<file path="config.mk">
export PLATFORM = sky130hd
export DESIGN_NAME = sdw_block_tx
export DESIGN_NICKNAME = d
export VERILOG_FILES = /design/src/rtl/sdw_pkg.sv /design/src/rtl/sdw_crc16.sv /design/src/rtl/sdw_lim_ctr.sv /design/src/rtl/sdw_block_tx.sv
export SDC_FILE = /design/constraint.sdc
export NUM_CORES = 1
export LEC_CHECK = 0
export BUFFER_PORTS_ARGS = -buffer_cell sky130_fd_sc_hd__buf_2
export CAP_MARGIN = 20
export CORE_MARGIN = 4
export CORE_UTILIZATION = 45
export DETAILED_ROUTE_END_ITERATION = 12
export GPL_TIMING_DRIVEN = 0
export HOLD_SLACK_MARGIN = 0.06
export PLACE_DENSITY_LB_ADDON = 0.25
export SLEW_MARGIN = 30
export SYNTH_ARGS = -nofsm -noshare
export SYNTH_HDL_FRONTEND = slang
export SYNTH_SLANG_ARGS = --single-unit
</file>
<file path="constraint.sdc">
create_clock -name clk -period 1.84 [get_ports clk]
set_clock_uncertainty 0.05 [all_clocks]
set_input_delay 0.092 -clock clk [delete_from_list [all_inputs] [get_ports clk]]
set_output_delay 0.092 -clock clk [all_outputs]
set_load 0.05 [all_outputs]
</file>
<file path="src/rtl/sdw_pkg.sv">
package sdw_pkg;

  localparam logic [7:0]  BYTE_IDLE   = 8'hFF;
  localparam logic [7:0]  TOK_SINGLE  = 8'hFE;
  localparam logic [7:0]  TOK_MULTI   = 8'hFC;
  localparam logic [7:0]  TOK_STOP    = 8'hFD;
  localparam logic [4:0]  RESP_ACCEPT = 5'h05;
  localparam logic [15:0] CRC_POLY    = 16'h1021;

  typedef enum logic [3:0] {
    S_IDLE, S_FILL, S_TOKEN, S_DATA, S_CRC_HI, S_CRC_LO,
    S_RESP, S_BUSY, S_STOP_FILL, S_STOP_TOK, S_STOP_BUSY
  } wr_state_t;

  // one byte of CRC16, polynomial 0x1021, MSB first
  function automatic logic [15:0] crc16_next(input logic [15:0] c, input logic [7:0] d);
    logic [15:0] r;
    r = c;
    for (int i = 7; i >= 0; i--) begin
      if (r[15] ^ d[i]) r = {r[14:0], 1'b0} ^ CRC_POLY;
      else              r = {r[14:0], 1'b0};
    end
    return r;
  endfunction

  // a response byte is a token when bit 4 is clear
  function automatic logic is_token(input logic [7:0] b);
    return ~b[4];
  endfunction

endpackage

</file>
<file path="src/rtl/sdw_crc16.sv">
module sdw_crc16
  import sdw_pkg::*;
(
  input  logic        clk,
  input  logic        rst_n,
  input  logic        clr,
  input  logic        en,
  input  logic [7:0]  din,
  output logic [15:0] crc
);

  always_ff @(posedge clk) begin
    if (!rst_n)   crc <= '0;
    else if (clr) crc <= '0;
    else if (en)  crc <= crc16_next(crc, din);
  end

  // seed and update never requested together
  crc_clr_en_chk: assert property (@(posedge clk) disable iff (!rst_n) !(clr && en));

endmodule

</file>
<file path="src/rtl/sdw_lim_ctr.sv">
module sdw_lim_ctr #(
  parameter int unsigned LIMIT = 8
) (
  input  logic clk,
  input  logic rst_n,
  input  logic clr,
  input  logic inc,
  output logic last
);

  localparam int unsigned W = (LIMIT > 1) ? $clog2(LIMIT) : 1;

  logic [W-1:0] cnt;

  always_ff @(posedge clk) begin
    if (!rst_n)    cnt <= '0;
    else if (clr)  cnt <= '0;
    else if (inc)  cnt <= cnt + 1'b1;
  end

  assign last = (cnt == W'(LIMIT - 1));

  // a window counter is never stepped past its limit
  cnt_no_wrap_chk: assert property (@(posedge clk) disable iff (!rst_n)
    (inc && !clr) |-> !last);

endmodule

</file>
<file path="src/rtl/sdw_block_tx.sv">
module sdw_block_tx
  import sdw_pkg::*;
#(
  parameter int unsigned BLK_BYTES  = 512,
  parameter int unsigned CNT_W      = 8,
  parameter int unsigned BUSY_LIMIT = 3000000,
  parameter int unsigned RESP_TRIES = 8
) (
  input  logic             clk,
  input  logic             rst_n,
  input  logic             start,
  input  logic             multi,
  input  logic [CNT_W-1:0] blk_count,
  input  logic [7:0]       din_data,
  input  logic             din_valid,
  output logic             din_ready,
  output logic             xfer_req,
  output logic [7:0]       xfer_tx,
  input  logic             xfer_ack,
  input  logic [7:0]       xfer_rx,
  output logic             busy,
  output logic             done,
  output logic             err_resp,
  output logic             err_timeout
);

  wr_state_t        st;
  logic             req_q;
  logic [7:0]       tx_q;
  logic             mode_multi;
  logic [CNT_W-1:0] blocks_left;
  logic             polled;
  logic             done_q, e_resp_q, e_to_q;
  logic [15:0]      crc;
  logic [7:0]       nxt_tx;

  // named events
  wire ack_ev     = req_q & xfer_ack;
  wire issue_ok   = !req_q && (st != S_IDLE) && ((st != S_DATA) || din_valid);
  wire din_take   = (st == S_DATA) && !req_q && din_valid;
  wire rx_token   = is_token(xfer_rx);
  wire rx_accept  = (xfer_rx[4:0] == RESP_ACCEPT);
  wire rx_ready   = polled && (xfer_rx == BYTE_IDLE);
  wire in_busy    = (st == S_BUSY) || (st == S_STOP_BUSY);
  wire byte_last, resp_last, busy_last;

  wire fail_resp  = (st == S_RESP) && ack_ev &&
                    ((rx_token && !rx_accept) || (!rx_token && resp_last));
  wire resp_good  = (st == S_RESP) && ack_ev && rx_token && rx_accept;
  wire fail_to    = in_busy && ack_ev && !rx_ready && busy_last;
  wire blk_ok     = (st == S_BUSY) && ack_ev && rx_ready;
  wire stop_ok    = (st == S_STOP_BUSY) && ack_ev && rx_ready;
  wire blk_final  = blk_ok && (blocks_left == '0);
  wire finish     = fail_resp || fail_to || stop_ok || (blk_final && !mode_multi);
  wire enter_busy = resp_good || ((st == S_STOP_TOK) && ack_ev);
  wire data_start = (st == S_TOKEN) && ack_ev;

  sdw_crc16 u_crc (
    .clk(clk), .rst_n(rst_n), .clr(data_start), .en(din_take),
    .din(din_data), .crc(crc)
  );

  sdw_lim_ctr #(.LIMIT(BLK_BYTES)) u_byte_ctr (
    .clk(clk), .rst_n(rst_n), .clr(data_start),
    .inc((st == S_DATA) && ack_ev && !byte_last), .last(byte_last)
  );

  sdw_lim_ctr #(.LIMIT(RESP_TRIES)) u_resp_ctr (
    .clk(clk), .rst_n(rst_n), .clr((st == S_CRC_LO) && ack_ev),
    .inc((st == S_RESP) && ack_ev && !rx_token && !resp_last), .last(resp_last)
  );

  sdw_lim_ctr #(.LIMIT(BUSY_LIMIT)) u_busy_ctr (
    .clk(clk), .rst_n(rst_n), .clr(enter_busy),
    .inc(in_busy && ack_ev && !rx_ready && !busy_last), .last(busy_last)
  );

  always_comb begin
    unique case (st)
      S_TOKEN:    nxt_tx = mode_multi ? TOK_MULTI : TOK_SINGLE;
      S_DATA:     nxt_tx = din_data;
      S_CRC_HI:   nxt_tx = crc[15:8];
      S_CRC_LO:   nxt_tx = crc[7:0];
      S_STOP_TOK: nxt_tx = TOK_STOP;
      default:    nxt_tx = BYTE_IDLE;
    endcase
  end

  always_ff @(posedge clk) begin
    if (!rst_n) begin
      st          <= S_IDLE;
      req_q       <= 1'b0;
      tx_q        <= BYTE_IDLE;
      mode_multi  <= 1'b0;
      blocks_left <= '0;
      polled      <= 1'b0;
      done_q      <= 1'b0;
      e_resp_q    <= 1'b0;
      e_to_q      <= 1'b0;
    end else begin
      done_q <= 1'b0;
      if (st == S_IDLE && start) begin
        mode_multi  <= multi;
        blocks_left <= (multi && blk_count != '0) ? blk_count - 1'b1 : '0;
        e_resp_q    <= 1'b0;
        e_to_q      <= 1'b0;
        st          <= S_FILL;
      end
      if (issue_ok) begin
        req_q <= 1'b1;
        tx_q  <= nxt_tx;
      end
      if (enter_busy)           polled <= 1'b0;
      else if (in_busy && ack_ev) polled <= 1'b1;
      if (ack_ev) begin
        req_q <= 1'b0;
        if (finish) begin
          st       <= S_IDLE;
          done_q   <= 1'b1;
          e_resp_q <= fail_resp;
          e_to_q   <= fail_to;
        end else begin
          unique case (st)
            S_FILL:      st <= S_TOKEN;
            S_TOKEN:     st <= S_DATA;
            S_DATA:      if (byte_last) st <= S_CRC_HI;
            S_CRC_HI:    st <= S_CRC_LO;
            S_CRC_LO:    st <= S_RESP;
            S_RESP:      if (resp_good) st <= S_BUSY;
            S_BUSY:      if (blk_ok) begin
                           if (blk_final) st <= S_STOP_FILL;
                           else begin
                             blocks_left <= blocks_left - 1'b1;
                             st          <= S_FILL;
                           end
                         end
            S_STOP_FILL: st <= S_STOP_TOK;
            S_STOP_TOK:  st <= S_STOP_BUSY;
            default:     st <= st;
          endcase
        end
      end
    end
  end

  assign din_ready   = (st == S_DATA) && !req_q;
  assign xfer_req    = req_q;
  assign xfer_tx     = tx_q;
  assign busy        = (st != S_IDLE);
  assign done        = done_q;
  assign err_resp    = e_resp_q;
  assign err_timeout = e_to_q;

  // an open request holds its byte until acknowledged
  req_hold_chk: assert property (@(posedge clk) disable iff (!rst_n)
    (xfer_req && !xfer_ack) |=> (xfer_req && $stable(xfer_tx)));


  done_pulse_chk: assert property (@(posedge clk) disable iff (!rst_n)
    done |=> !done);


  err_excl_chk: assert property (@(posedge clk) disable iff (!rst_n)
    !(err_resp && err_timeout));

  // a rejected response leaves no exchange open afterwards
  reject_stops_chk: assert property (@(posedge clk) disable iff (!rst_n)
    fail_resp |=> (!xfer_req && !busy));

  // stop token only belongs to multi mode
  stop_multi_chk: assert property (@(posedge clk) disable iff (!rst_n)
    (st == S_STOP_TOK) |-> mode_multi);

  // a start during a transfer leaves its mode alone
  start_ignored_chk: assert property (@(posedge clk) disable iff (!rst_n)
    (busy && start && !done) |=> $stable(mode_multi));

endmodule

</file>
After elaboration in Yosys (flattened, before gate mapping)
Index checks and enable logic that the tools add are counted.
{ "classes": {"n_addsub": 5, "n_eq_ne": 17, "mux": 53, "n_bitwise": 19, "n_reduce_logical": 53} }
{ "ops": {"columns": ["operator", "count"], "rows": [
  ["2-to-1 mux 16 bit", 21],
  ["2-to-1 mux 13 bit", 8],
  ["2-to-1 mux 8 bit", 7],
  ["one-hot mux 8 bit (5 select lines)", 1],
  ["one-hot mux 4 bit (9 select lines)", 1],
  ["logical AND 1 bit", 30],
  ["2-to-1 mux 4 bit", 7],
  ["NOT 3 bit", 8],
  ["adder 22 x 1 -> 22 bit, second input constant", 1],
  ["== test 22 bit, second input constant", 1],
  ["== test 4 x 3 -> 1 bit, second input constant", 4],
  ["subtractor 8 x 1 -> 8 bit, second input constant", 2],
  ["== test 4 bit, second input constant", 3],
  ["!= test 11 x 1 -> 1 bit, second input constant", 1],
  ["adder 9 x 1 -> 9 bit, second input constant", 1],
  ["== test 9 bit, second input constant", 1],
  ["== test 4 x 2 -> 1 bit, second input constant", 2],
  ["== test 8 bit, second input constant", 1],
  ["zero test 8 bit", 1],
  ["nonzero test 8 bit", 1],
  ["OR reduction 2 bit", 4],
  ["bitwise XOR 1 bit", 8],
  ["zero test 1 bit", 7],
  ["logical OR 1 bit", 7],
  ["12 further kinds", 19]
]} }
{ "totals": {"regBits": 76, "in_bits": 30, "out_inout_bits": 14, "elab_cells": 160} }

Depth between registers and ports, before layout
{ "logic_depth": {"word_depth": 38, "ltp_mapped": 9, "ltp_nobuf": 9} }

Cells and area by module
From an unflattened synthesis, not the netlist that was laid out.
{ "hier_totals": {"hier_cells": 515, "hier_area_um2": 4400.5} }
{ "by_module_without_submodules": {"columns": ["module", "n_inst", "cells_per_inst", "area_each_um2", "seq_area_each_um2"], "rows": [
  ["sdw_block_tx", 1, 255, 1854.3, 520.5],
  ["sdw_lim_ctr (u_busy_ctr)", 1, 125, 1048.5, 440.4],
  ["sdw_crc16", 1, 79, 964.7, 320.3],
  ["sdw_lim_ctr (u_byte_ctr)", 1, 44, 401.6, 180.2],
  ["sdw_lim_ctr (u_resp_ctr)", 1, 12, 131.4, 60.1]
]} }

Least setup slack after synthesis
No wires, ideal clock.
{ "synth_timing": {"path_kind": "flip-flop to flip-flop", "start": "register st[0]", "end": "register u_crc.crc[15]", "setup_ps": 128, "t_arrival_ps": 2324, "required_time_ps": 1662, "path_slack_ps": -662, "stages_incl_launch_ff": 9, "n_path_buf": 3, "period_less_slack_ps": 2502, "cell_sequence": "dfxtp_1 > buf_2 > and4bb_2 > buf_2 > nor2b_1 > nand2_1 > clkbuf_1 > a21oi_1 > nor2_1"} }
{ "synth_via": {"elab_chain_len": 3, "word_cells_on_any_way": 6, "classes_between": "eq/ne: 2; reduce/logical: 4"} }
{ "synth_rtl": {"columns": ["item", "line", "source"], "rows": [
  ["start: declaration", "sdw_block_tx.sv:27", "wr_state_t st;"],
  ["start signal: assignment", "sdw_block_tx.sv:139", "default: st <= st;"],
  ["== test 4 x 2 -> 1 bit", null, null],
  ["logical AND 1 bit", null, null],
  ["net din_ready", "sdw_block_tx.sv:16", "output logic din_ready,"],
  ["logical AND 1 bit", "sdw_block_tx.sv:40", "wire din_take = (st == S_DATA) && !req_q && din_valid;"],
  ["end signal: assignment", "sdw_crc16.sv:15", "else if (en) crc <= crc16_next(crc, din);"],
  ["end: declaration", "sdw_crc16.sv:9", "output logic [15:0] crc"]
]} }
The timed path passes the listed nets, and every way through them passes these cells.
A chain may end at the register's enable or synchronous reset.

Worst setup path in the final report
{ "layout_timing": {"start": "register u_busy_ctr.cnt[6]", "end": "register st[0]"} }
{ "layout_via": {"elab_chain_len": 7, "word_cells_on_any_way": 8, "classes_between": "eq/ne: 2; mux: 2; reduce/logical: 4"} }
{ "layout_rtl": {"columns": ["item", "line", "source"], "rows": [
  ["start: declaration", "sdw_lim_ctr.sv:13", "logic [W-1:0] cnt;"],
  ["start signal: assignment", "sdw_lim_ctr.sv:18", "else if (inc) cnt <= cnt + 1'b1;"],
  ["== test 22 bit (*)", "sdw_lim_ctr.sv:21", "assign last = (cnt == W'(LIMIT - 1));"],
  ["logical AND 1 bit (*)", "sdw_block_tx.sv:50", "wire fail_to = in_busy && ack_ev && !rx_ready && busy_last;"],
  ["logical OR 1 bit (*) (3 in a row)", "sdw_block_tx.sv:54", "wire finish = fail_resp || fail_to || stop_ok || (blk_final && !mode_multi);"],
  ["branches (longest 2 deep; another with != test 11 x 1 -> 1 bit)", null, null]
]} }
Mark *: on every way between the ends.

==> run metrics <==
leading cell types in the layout, fill and taps excluded=nor2_1 (62), dfxtp_1 (61), nand2_1 (45); status=finished with violations; Final Power=3.45 mW; DP Worst Slack=-0.570 ns; post-layout utilization of the core=64.3%; Worst Hold Launch=din_data[3]; vias in the first global route=3807; Routed WL=11.6 mm; CTS Root Cell=clkbuf_8; drt initial violations=around 220; Comb pwr share=between 10% and 20%; Routed met3 length=649 um; RSZ-0062 raised after global routing=yes; final setup violation count=29; minimum clock period=roughly 2.1 ns; initial antenna violation count=0; Final Cycle Share=112%; post-synthesis sequential area ratio=36.8%; cell mode on critical path=nor4b_2; Seq cells post-synth=76; die height=between 100 and 150 um; Syn. warnings=0; CP Data Required Time=2.04 ns; core area=8810 um2; placed inst area=4610 um2; asr flop ratio synth=0%; Post-synth EDFFs=0; final hold viol count=0; Crit Path Class=reg2reg; DRC viols=0; syn nets=between 500 and 600; Layout area overhead=37.0%; Vias/cell=5.68; Arr. time, crit path=2.27 ns; cells after synthesis=a little over 500; CTS tree=built; Slowest-stage cell, CP=or4b_4; crit end category=flip-flop; pin count of the biggest net entering global routing=13; clock buffer depth=2; worst-path maximum fanout=6; Final #Nets=roughly 640; Area contributors post-synth=dfxtp_1 (37%), xor2_1 (6.6%), nor2_1 (6.2%); Clk pwr share=~40%; gr usage total=about a fifth; Vias=between 4000 and 5000; IO buf count=between 40 and 50; Cell Area, Synth=just over 4000 um2; CP max stage delay=roughly 0.54 ns; most common cell after layout, fill and taps aside=nor2_1; synth unique cells=59; CTS Buf Count=9; num rows=34; Final WS setup=-0.229 ns; clk_lat worst skew=approximately 0.35 ns; M1 wire length=between 5 and 6 mm; global-route wire length before repair=18.3 mm; failing checks=negative setup slack; worst r2r src=u_busy_ctr.cnt[6]; dpl hpwl=about 7.3 mm; share of power burned in registers=48.5%; Power Dens Cells=roughly 610 nW/um2; final setup TNS=-4.38 ns; die area=10800 um2; crit path from=u_busy_ctr.cnt[6]; NetSw=0.865 mW; Antenna Nets Post-Route=0; deepest level of the CTS H-tree=3; Slew Limit Fails=0; clock slew seen by the registers of the worst setup and hold paths=approximately 0.080 ns; cell family with most CP delay=simple AND/OR/NAND/NOR gates; post-route cell area=around 5700 um2; Worst Path Buf+Inv=0; Worst Hold Class=in2reg; switching share of power=about a quarter; ratio of cells with drive above 1 in the final layout=33.3%; Max Clock Freq=between 400 and 500 MHz; VDD IR max=about 0.34 mV; Boundary Pins=between 40 and 50; Initial Util=a little under half; drt first pass iters=7; met2 wire len=roughly 5.4 mm; Worst-Margin Slew=roughly 0.68 ns; average cell area after synthesis=between 8 and 9 um2; GP Congestion=between 0.9 and 1; clock sink count=76; max_slew headroom=54.0%; leakage power=2.11 nW; max layer used=met4; critical path, cell by cell=or4b_4 > nor4_4 > nand4_4 > o21ai_4 > nor4b_2 > nor4b_2; Max Cap Viol=0; Worst Setup Start Kind=flip-flop; share of the synthesized area in the top cell type=a little under two fifths; Int Pwr=about 2.6 mW; commonest register cell after synthesis=dfxtp_1; Horiz. Die Dim=just over 100 um; Fill cells=718; routed len/inst=approximately 16 um; Synth area leader=dfxtp_1; GRT overflow=0; Ant. Diodes=0
stage by stage:
| stage | hold slack [ns] | instances |
|---|---|---|
| floorplan | 0.208 | 503 |
| global placement | 0.337 | 654 |
| detailed placement | 0.340 | 654 |
| CTS | 0.0607 | 704 |
| global route | 0.0785 | 717 |
| finish | 0.0739 | 717 |
power groups by stage:
stage / combinational, mW / sequential (mW) / clock (mW)
2_1_floorplan: 0.203 / 1.71 / 0
3_3_place_gp: 0.301 / 1.71 / 0
3_5_place_dp: 0.307 / 1.71 / 0
4_1_cts: 0.370 / 1.67 / 1.39
5_1_grt: 0.449 / 1.68 / 1.47
6_report: 0.417 / 1.67 / 1.36
worst register-to-register path, cell delays in order (launching register included):
cell     delay [ns]
dfxtp_2        0.33
or4b_4         0.54
nor4_4         0.23
nand4_4        0.23
o21ai_4        0.29
nor4b_2        0.08
nor4b_2        0.23
kinds of logic after synthesis:
logic type	after synthesis	share of synthesized area, %
and+or+nand+nor	236	30.1
AOI/OAI and AO/OA	91	14.9
DFF	76	36.8
xor gates and xnor gates	52	11.0
buffers and inverters	34	3.24
adders and majority gates	8	2.42
muxes	6	1.45
cells in the mapped netlist (6+ instances only):
master     count
o21ai_0       17
xor2_1        31
and2_1         7
xnor2_1       21
mux2i_1        6
dfxtp_1       76
ha_1           8
nor2_1        68
nor2b_1       11
nand2_1       47
or3_1          8
nand4_1       13
clkbuf_1      17
a21oi_1       24
inv_1         12
and3_1        12
nand3_1       21
a222oi_1       6
a21boi_0       6
o2bb2ai_1      7
or4_1          6
nor3_1        12
repair_timing:
item	CTS	global route
pin swaps	32	27
endpoints found under the hold margin	8	0
hold buffers	4	0
setup buffers	30	12
endpoints found under the setup margin	67	66
gates cloned	2	2
resized for setup	64	63
state kept, by name (all words and copies together), names as in the netlist, 3 cells and up:
register        flops
blocks_left         8
st                  4
u_busy_ctr.cnt     22
u_byte_ctr.cnt      9
u_crc.crc          16
u_resp_ctr.cnt      3
xfer_tx             8
cell type report:
cell class / count / area [um2] / area share (%)
multi-input combinational: 394 / 2910 / 51.4
sequential: 76 / 1550 / 27.3
timing repair buffer: 92 / 654 / 11.6
clock buffer: 13 / 170 / 3.01
buffer: 19 / 156 / 2.76
tap: 108 / 135 / 2.39
inverter: 12 / 45.0 / 0.796
clock inverter: 3 / 42.5 / 0.752
path summary, 6_finish.rpt:
kind         cells after the start          to  slack [ns]
max reg2reg                      6       st[0]       -0.23
min                              4  xfer_tx[3]        0.07
min reg2reg                      2      polled        0.42
max                              6       st[0]       -0.23
per-layer routing:
layer,global-route usage (%),up-vias
li1,-,1999
met1,27.4,1918
met2,31.5,133
met3,3.42,25
met4,7.88,0
met5,0,-
No activity file was read; power rests on OpenSTA's default activity.
